## src/rtl/spi_irq_pkg.sv

```systemverilog
package spi_irq_pkg;

  localparam int NBITS = 7;

  // status bit positions
  localparam int B_RXOVF   = 0;
  localparam int B_MODF    = 1;
  localparam int B_TXLOW   = 2;
  localparam int B_TXFULL  = 3;
  localparam int B_RXAVAIL = 4;
  localparam int B_RXFULL  = 5;
  localparam int B_TXUNDF  = 6;

  localparam logic [NBITS-1:0] STICKY_BITS = 7'b100_0011;

  // register byte offsets
  localparam logic [7:0] OFS_STATUS  = 8'h04;
  localparam logic [7:0] OFS_ENABLE  = 8'h08;
  localparam logic [7:0] OFS_DISABLE = 8'h0C;
  localparam logic [7:0] OFS_MASK    = 8'h10;
  localparam logic [7:0] OFS_TX_THR  = 8'h18;
  localparam logic [7:0] OFS_RX_THR  = 8'h1C;

  // live (level-type) status bits from occupancy and thresholds
  function automatic logic [NBITS-1:0] level_bits(
    input logic [31:0] txc,
    input logic [31:0] rxc,
    input logic [31:0] txt,
    input logic [31:0] rxt,
    input logic [31:0] depth
  );
    logic [NBITS-1:0] v;
    v = '0;
    v[B_TXLOW]   = (txc < txt);
    v[B_TXFULL]  = (txc == depth);
    v[B_RXAVAIL] = (rxc >= rxt);
    v[B_RXFULL]  = (rxc == depth);
    return v;
  endfunction

  // next value of a sticky vector: set has priority over clear
  function automatic logic [NBITS-1:0] sticky_next(
    input logic [NBITS-1:0] cur,
    input logic [NBITS-1:0] set,
    input logic [NBITS-1:0] clr
  );
    return (cur & ~clr) | set;
  endfunction

endpackage

```

## src/rtl/spi_irq_levels.sv

```systemverilog
module spi_irq_levels
  import spi_irq_pkg::*;
#(
  parameter int DEPTH = 128,
  parameter int CNT_W = $clog2(DEPTH + 1)
) (
  input  logic [CNT_W-1:0] tx_cnt_i,
  input  logic [CNT_W-1:0] rx_cnt_i,
  input  logic [CNT_W-1:0] tx_thr_i,
  input  logic [CNT_W-1:0] rx_thr_i,
  output logic [NBITS-1:0] live_o
);

  localparam logic [31:0] DEPTH_V = 32'(DEPTH);

  always_comb begin
    live_o = level_bits(32'(tx_cnt_i), 32'(rx_cnt_i),
                        32'(tx_thr_i), 32'(rx_thr_i), DEPTH_V);
  end

endmodule

```

## src/rtl/spi_irq_sticky.sv

```systemverilog
module spi_irq_sticky
  import spi_irq_pkg::*;
#(
  parameter logic [NBITS-1:0] KEEP = STICKY_BITS
) (
  input  logic             clk,
  input  logic             rst_n,
  input  logic [NBITS-1:0] set_i,
  input  logic [NBITS-1:0] clr_i,
  output logic [NBITS-1:0] q_o
);

  logic [NBITS-1:0] nxt;
  assign nxt = sticky_next(q_o, set_i, clr_i);

  for (genvar i = 0; i < NBITS; i++) begin : g_bit
    if (KEEP[i]) begin : g_flop
      always_ff @(posedge clk or negedge rst_n) begin
        if (!rst_n) q_o[i] <= 1'b0;
        else        q_o[i] <= nxt[i];
      end
    end else begin : g_tie
      assign q_o[i] = 1'b0;
    end
  end

endmodule

```

## src/rtl/spi_irq_mask.sv

```systemverilog
module spi_irq_mask
  import spi_irq_pkg::*;
(
  input  logic             clk,
  input  logic             rst_n,
  input  logic             set_stb_i,
  input  logic             clr_stb_i,
  input  logic [NBITS-1:0] bits_i,
  output logic [NBITS-1:0] mask_o
);

  always_ff @(posedge clk or negedge rst_n) begin
    if (!rst_n)         mask_o <= '0;
    else if (set_stb_i) mask_o <= mask_o | bits_i;
    else if (clr_stb_i) mask_o <= mask_o & ~bits_i;
  end

endmodule

```

## src/rtl/spi_irq_ctrl.sv

```systemverilog
module spi_irq_ctrl
  import spi_irq_pkg::*;
#(
  parameter int DEPTH  = 128,
  parameter int CNT_W  = $clog2(DEPTH + 1),
  parameter int ADDR_W = 8,
  parameter int DATA_W = 32
) (
  input  logic              clk,
  input  logic              rst_n,
  input  logic              reg_wr,
  input  logic [ADDR_W-1:0] reg_addr,
  input  logic [DATA_W-1:0] reg_wdata,
  output logic [DATA_W-1:0] reg_rdata,
  input  logic [CNT_W-1:0]  tx_count,
  input  logic [CNT_W-1:0]  rx_count,
  input  logic              rx_ovf_evt,
  input  logic              mode_fault_evt,
  input  logic              tx_udf_evt,
  output logic              irq
);

  localparam logic [ADDR_W-1:0] A_STATUS  = ADDR_W'(OFS_STATUS);
  localparam logic [ADDR_W-1:0] A_ENABLE  = ADDR_W'(OFS_ENABLE);
  localparam logic [ADDR_W-1:0] A_DISABLE = ADDR_W'(OFS_DISABLE);
  localparam logic [ADDR_W-1:0] A_MASK    = ADDR_W'(OFS_MASK);
  localparam logic [ADDR_W-1:0] A_TX_THR  = ADDR_W'(OFS_TX_THR);
  localparam logic [ADDR_W-1:0] A_RX_THR  = ADDR_W'(OFS_RX_THR);
  localparam logic [CNT_W-1:0]  THR_RESET = CNT_W'(1);

  // named internal events, also observed by the checker
  logic             wr_stat, wr_ena, wr_dis, wr_txt, wr_rxt;
  logic [NBITS-1:0] wbits;
  logic [NBITS-1:0] sticky_set, sticky_clr, sticky_vec;
  logic [NBITS-1:0] live_vec, status_vec, mask_vec;
  logic [CNT_W-1:0] tx_thr, rx_thr;
  logic             unused_wdata_hi;

  assign wr_stat = reg_wr && (reg_addr == A_STATUS);
  assign wr_ena  = reg_wr && (reg_addr == A_ENABLE);
  assign wr_dis  = reg_wr && (reg_addr == A_DISABLE);
  assign wr_txt  = reg_wr && (reg_addr == A_TX_THR);
  assign wr_rxt  = reg_wr && (reg_addr == A_RX_THR);
  assign wbits   = reg_wdata[NBITS-1:0];
  assign unused_wdata_hi = ^reg_wdata[DATA_W-1:CNT_W];

  always_comb begin
    sticky_set = '0;
    sticky_set[B_RXOVF]  = rx_ovf_evt;
    sticky_set[B_MODF]   = mode_fault_evt;
    sticky_set[B_TXUNDF] = tx_udf_evt;
  end
  assign sticky_clr = wr_stat ? (wbits & STICKY_BITS) : '0;

  spi_irq_sticky #(.KEEP(STICKY_BITS)) u_sticky (
    .clk   (clk),
    .rst_n (rst_n),
    .set_i (sticky_set),
    .clr_i (sticky_clr),
    .q_o   (sticky_vec)
  );

  spi_irq_levels #(.DEPTH(DEPTH), .CNT_W(CNT_W)) u_levels (
    .tx_cnt_i (tx_count),
    .rx_cnt_i (rx_count),
    .tx_thr_i (tx_thr),
    .rx_thr_i (rx_thr),
    .live_o   (live_vec)
  );

  assign status_vec = sticky_vec | live_vec;

  spi_irq_mask u_mask (
    .clk       (clk),
    .rst_n     (rst_n),
    .set_stb_i (wr_ena),
    .clr_stb_i (wr_dis),
    .bits_i    (wbits),
    .mask_o    (mask_vec)
  );

  // programmable thresholds
  always_ff @(posedge clk or negedge rst_n) begin
    if (!rst_n) begin
      tx_thr <= THR_RESET;
      rx_thr <= THR_RESET;
    end else begin
      if (wr_txt) tx_thr <= reg_wdata[CNT_W-1:0];
      if (wr_rxt) rx_thr <= reg_wdata[CNT_W-1:0];
    end
  end

  // registered interrupt line
  always_ff @(posedge clk or negedge rst_n) begin
    if (!rst_n) irq <= 1'b0;
    else        irq <= |(status_vec & mask_vec);
  end

  // read mux
  always_comb begin
    case (reg_addr)
      A_STATUS: reg_rdata = DATA_W'(status_vec);
      A_MASK:   reg_rdata = DATA_W'(mask_vec);
      A_TX_THR: reg_rdata = DATA_W'(tx_thr);
      A_RX_THR: reg_rdata = DATA_W'(rx_thr);
      default:  reg_rdata = '0;
    endcase
  end

endmodule

```

## config.mk

```make
export PLATFORM = sky130hd
export DESIGN_NAME = spi_irq_ctrl
export DESIGN_NICKNAME = d
export VERILOG_FILES = /design/src/rtl/spi_irq_pkg.sv /design/src/rtl/spi_irq_levels.sv /design/src/rtl/spi_irq_sticky.sv /design/src/rtl/spi_irq_mask.sv /design/src/rtl/spi_irq_ctrl.sv
export SDC_FILE = /design/constraint.sdc
export NUM_CORES = 1
export LEC_CHECK = 0
export BUFFER_PORTS_ARGS = -buffer_cell sky130_fd_sc_hd__buf_4
export CAP_MARGIN = 30
export CORE_MARGIN = 4
export CORE_UTILIZATION = 40
export CTS_CLUSTER_SIZE = 10
export DETAILED_ROUTE_END_ITERATION = 7
export PLACE_DENSITY_LB_ADDON = 0.1
export SLEW_MARGIN = 40
export SYNTH_ARGS = -nofsm -noshare
export SYNTH_HDL_FRONTEND = slang
export SYNTH_SLANG_ARGS = --single-unit
```

## constraint.sdc

```tcl
create_clock -name clk -period 4.2 [get_ports clk]
set_clock_uncertainty 0.05 [all_clocks]
set_input_delay 0 -clock clk [delete_from_list [all_inputs] [get_ports clk]]
set_output_delay 0 -clock clk [all_outputs]
set_load 0.05 [all_outputs]
```

==> impl_metrics.tcl <==
set metrics [dict create \
    power.total_uw 590 \
    cp_num_buf_inv 1 \
    cts_buffers 3 \
    ir_drop_uv 158 \
    grt_pass1_vias 1576 \
    postSynthAreaPerCell_um2 9.82 \
    synth-edff-count 0 \
    tns_ns 0 \
    regToRegSetupSlack_ns 2.28 \
    clk_pin_slew_ns 0.10 \
    pin_count 95 \
    hp-start "reg_wr" \
    rsz0062_at_grt "false" \
    cp_max_fo 3 \
    power_density_mw_per_mm2 237 \
    synth_cells 203 \
    clockRootBuffer "clkbuf_8" \
    cp-end-kind "primary output" \
    synth_area_mm2 0.00199 \
    ys_types 39 \
    clkSinkCount 27 \
    slew_violations 0 \
    grt_max_degree 28 \
    synth_commonest_cells "dfrtp_1 (25), buf_4 (24), inv_1 (23)" \
    syn_to_final_growth_pct 24.7 \
    crit_path_max_incr_delay_ns 0.57 \
    grt_antenna_before_repair 0 \
    arrival_ns 2.43 \
    htree_levels 1 \
    fin_crit_ns 2.48 \
    slowest_stage "dfstp_2" \
    drv_cap 0 \
    dpl.hpwl_mm 3.76 \
    worstReg2RegEnd "irq" \
    min_to "u_sticky.q_o[6]" \
    cts_buffer_depth 2 \
    ys_async_sr_fraction 1.00 \
    yosysWarnings 0 \
    drt-total-wl_mm 4.77 \
    drive_gt1_frac 0.282 \
    row_count 25 \
    gp_congestion 0.847 \
    seq_area_um2 678 \
    die_height_um 78.6 \
    worst_r2r_startpoint "rx_thr[0]" \
    firstDrtPassIters 4 \
    fmax_mhz 403 \
    synth_top_area_share 0.314 \
    path_delay_family "compound AO/OA/AOI/OAI gates" \
    worstSetupPathType "reg -> out" \
    multiInputGateArea_mm2 0.00111 \
    grt_usage 0.161 \
    timing.final.crit_share 0.590 \
    max-slew-margin-rel 0.642 \
    yosysMostFrequentCell "dfrtp_1" \
    synth_top_flop_cell "dfrtp_1" \
    fin_nets 340 \
    hold_depth 3 \
    ys_seq_elements 27 \
    fp.coreArea_mm2 0.00479 \
    post-cts-setup-buffer-count 0 \
    initial_core_util 0.417 \
    ant_nets 0 \
    port_buffers 46 \
    fillCellCount 475 \
    tritoncts "built" \
    die_width_um 78.6 \
    status "complete, no violations" \
    clock_latency_ns 0.28 \
    seq_area_frac_synth 0.340 \
    worst-endpoint-required_ns 4.15 \
    vias 1627 \
    netlist_top_cells_area "dfrtp_1 (31%), ha_1 (9.4%), buf_4 (9.0%)" \
    post_drt_wl_per_cell_um 14.5 \
    path_cells "ha_1, nand2b_1, a2111o_1, a2111oi_0, o22ai_1, buf_4" \
    cts_resized 0 \
    worstMarginPinSlew_ns 0.533 \
    finalSetupViolations 0 \
    grt_pass1_wl_mm 7.80 \
    synth_top_area_cell "dfrtp_1" \
    drcViolationCount 0 \
    die_area_mm2 0.00618 \
    initialDrtViolationCount 78 \
    min_path_type "in -> reg" \
    overflow 0 \
    via_per_inst 4.95 \
    num_antenna_cells 0 \
    r2r_cells 5 \
    worst_setup_path_start_kind "register" \
    p_leak_uw 0.00118 \
    final_hold_viol_count 0 \
]
tightest hold or removal path, cell delays in order:
cell and delay [ns]:
buf_4 0.13, nand3_1 0.07, a21o_1 0.11
power by group:
| group | internal [uW] | switching [uW] | leakage, uW |
|---|---|---|---|
| Sequential | 271 | 8.10 | 0.000312 |
| Combinational | 58.5 | 99.2 | 0.000844 |
| Clock | 66.7 | 86.7 | 0.0000255 |
| Total | 396 | 194 | 0.00118 |
layout by cell type, fill, tap and decap left out, types with 4 or more instances in the layout:
cell	Yosys	layout
inv_1	23	23
dlygate4sd3_1	0	14
mux2i_1	11	11
a21o_1	4	4
nand3_1	9	9
nand2_1	14	14
o21ai_0	9	9
buf_4	24	46
dfrtp_1	25	25
conb_1	1	24
mux2_2	16	16
ha_1	15	15
o22ai_1	4	4
a22oi_1	9	9
how the worst max path moves through the flow:
stage / from / end / slack (ns) / cells after the start
3_5_place_dp: rx_thr[0] / reg_rdata[4] / 2.02 / 6
5_1_grt: rx_thr[0] / reg_rdata[4] / 1.60 / 6
2_1_floorplan: rx_thr[0] / reg_rdata[4] / 2.12 / 5
3_3_place_gp: rx_thr[0] / reg_rdata[4] / 2.01 / 6
4_1_cts: rx_thr[0] / reg_rdata[4] / 1.70 / 6
6_report: rx_thr[0] / reg_rdata[4] / 1.72 / 6
kinds of logic (layout without fill, tap and decap cells):
group / Yosys count / after routing / synth area share
flops: 27 / 27 / 0.340
simple gates: 44 / 44 / 0.139
buf+inv: 51 / 87 / 0.149
other cells: 1 / 24 / 0.00188
fa+ha+maj: 15 / 15 / 0.0941
compound gates: 38 / 38 / 0.130
mux: 27 / 27 / 0.146
layer usage:
layer | wire length (um) | GRT usage
met5 | 0 | 0
met4 | 97 | 0.0542
met3 | 262 | 0.0229
met2 | 2190 | 0.254
met1 | 2220 | 0.226
what timing repair did:
action	CTS	global route
endpoints found under the hold margin	53	0
hold buffers	14	0
endpoints found under the setup margin	0	0
through the flow:
step                instance area (um2)  hold slack (ns)  setup WS, ns  cells   util
finish                             2490           0.0101          1.72    329  0.519
global placement                   2300           -0.110          2.01    311  0.481
floorplan                          2080           -0.346          2.12    226      -
detailed placement                 2300           -0.111          2.02    311  0.481
CTS                                2490          0.00330          1.70    329  0.519
global route                       2490           0.0136          1.60    329  0.519
area by class of cell:
class,instances,area share
timing repair buffer,60,0.195
inverter,23,0.0347
tap,67,0.0337
multi-input combinational,148,0.445
clock inverter,1,0.00201
clock buffer,3,0.0166
sequential,27,0.273
Note: power is estimated with default switching activity, not from simulation.
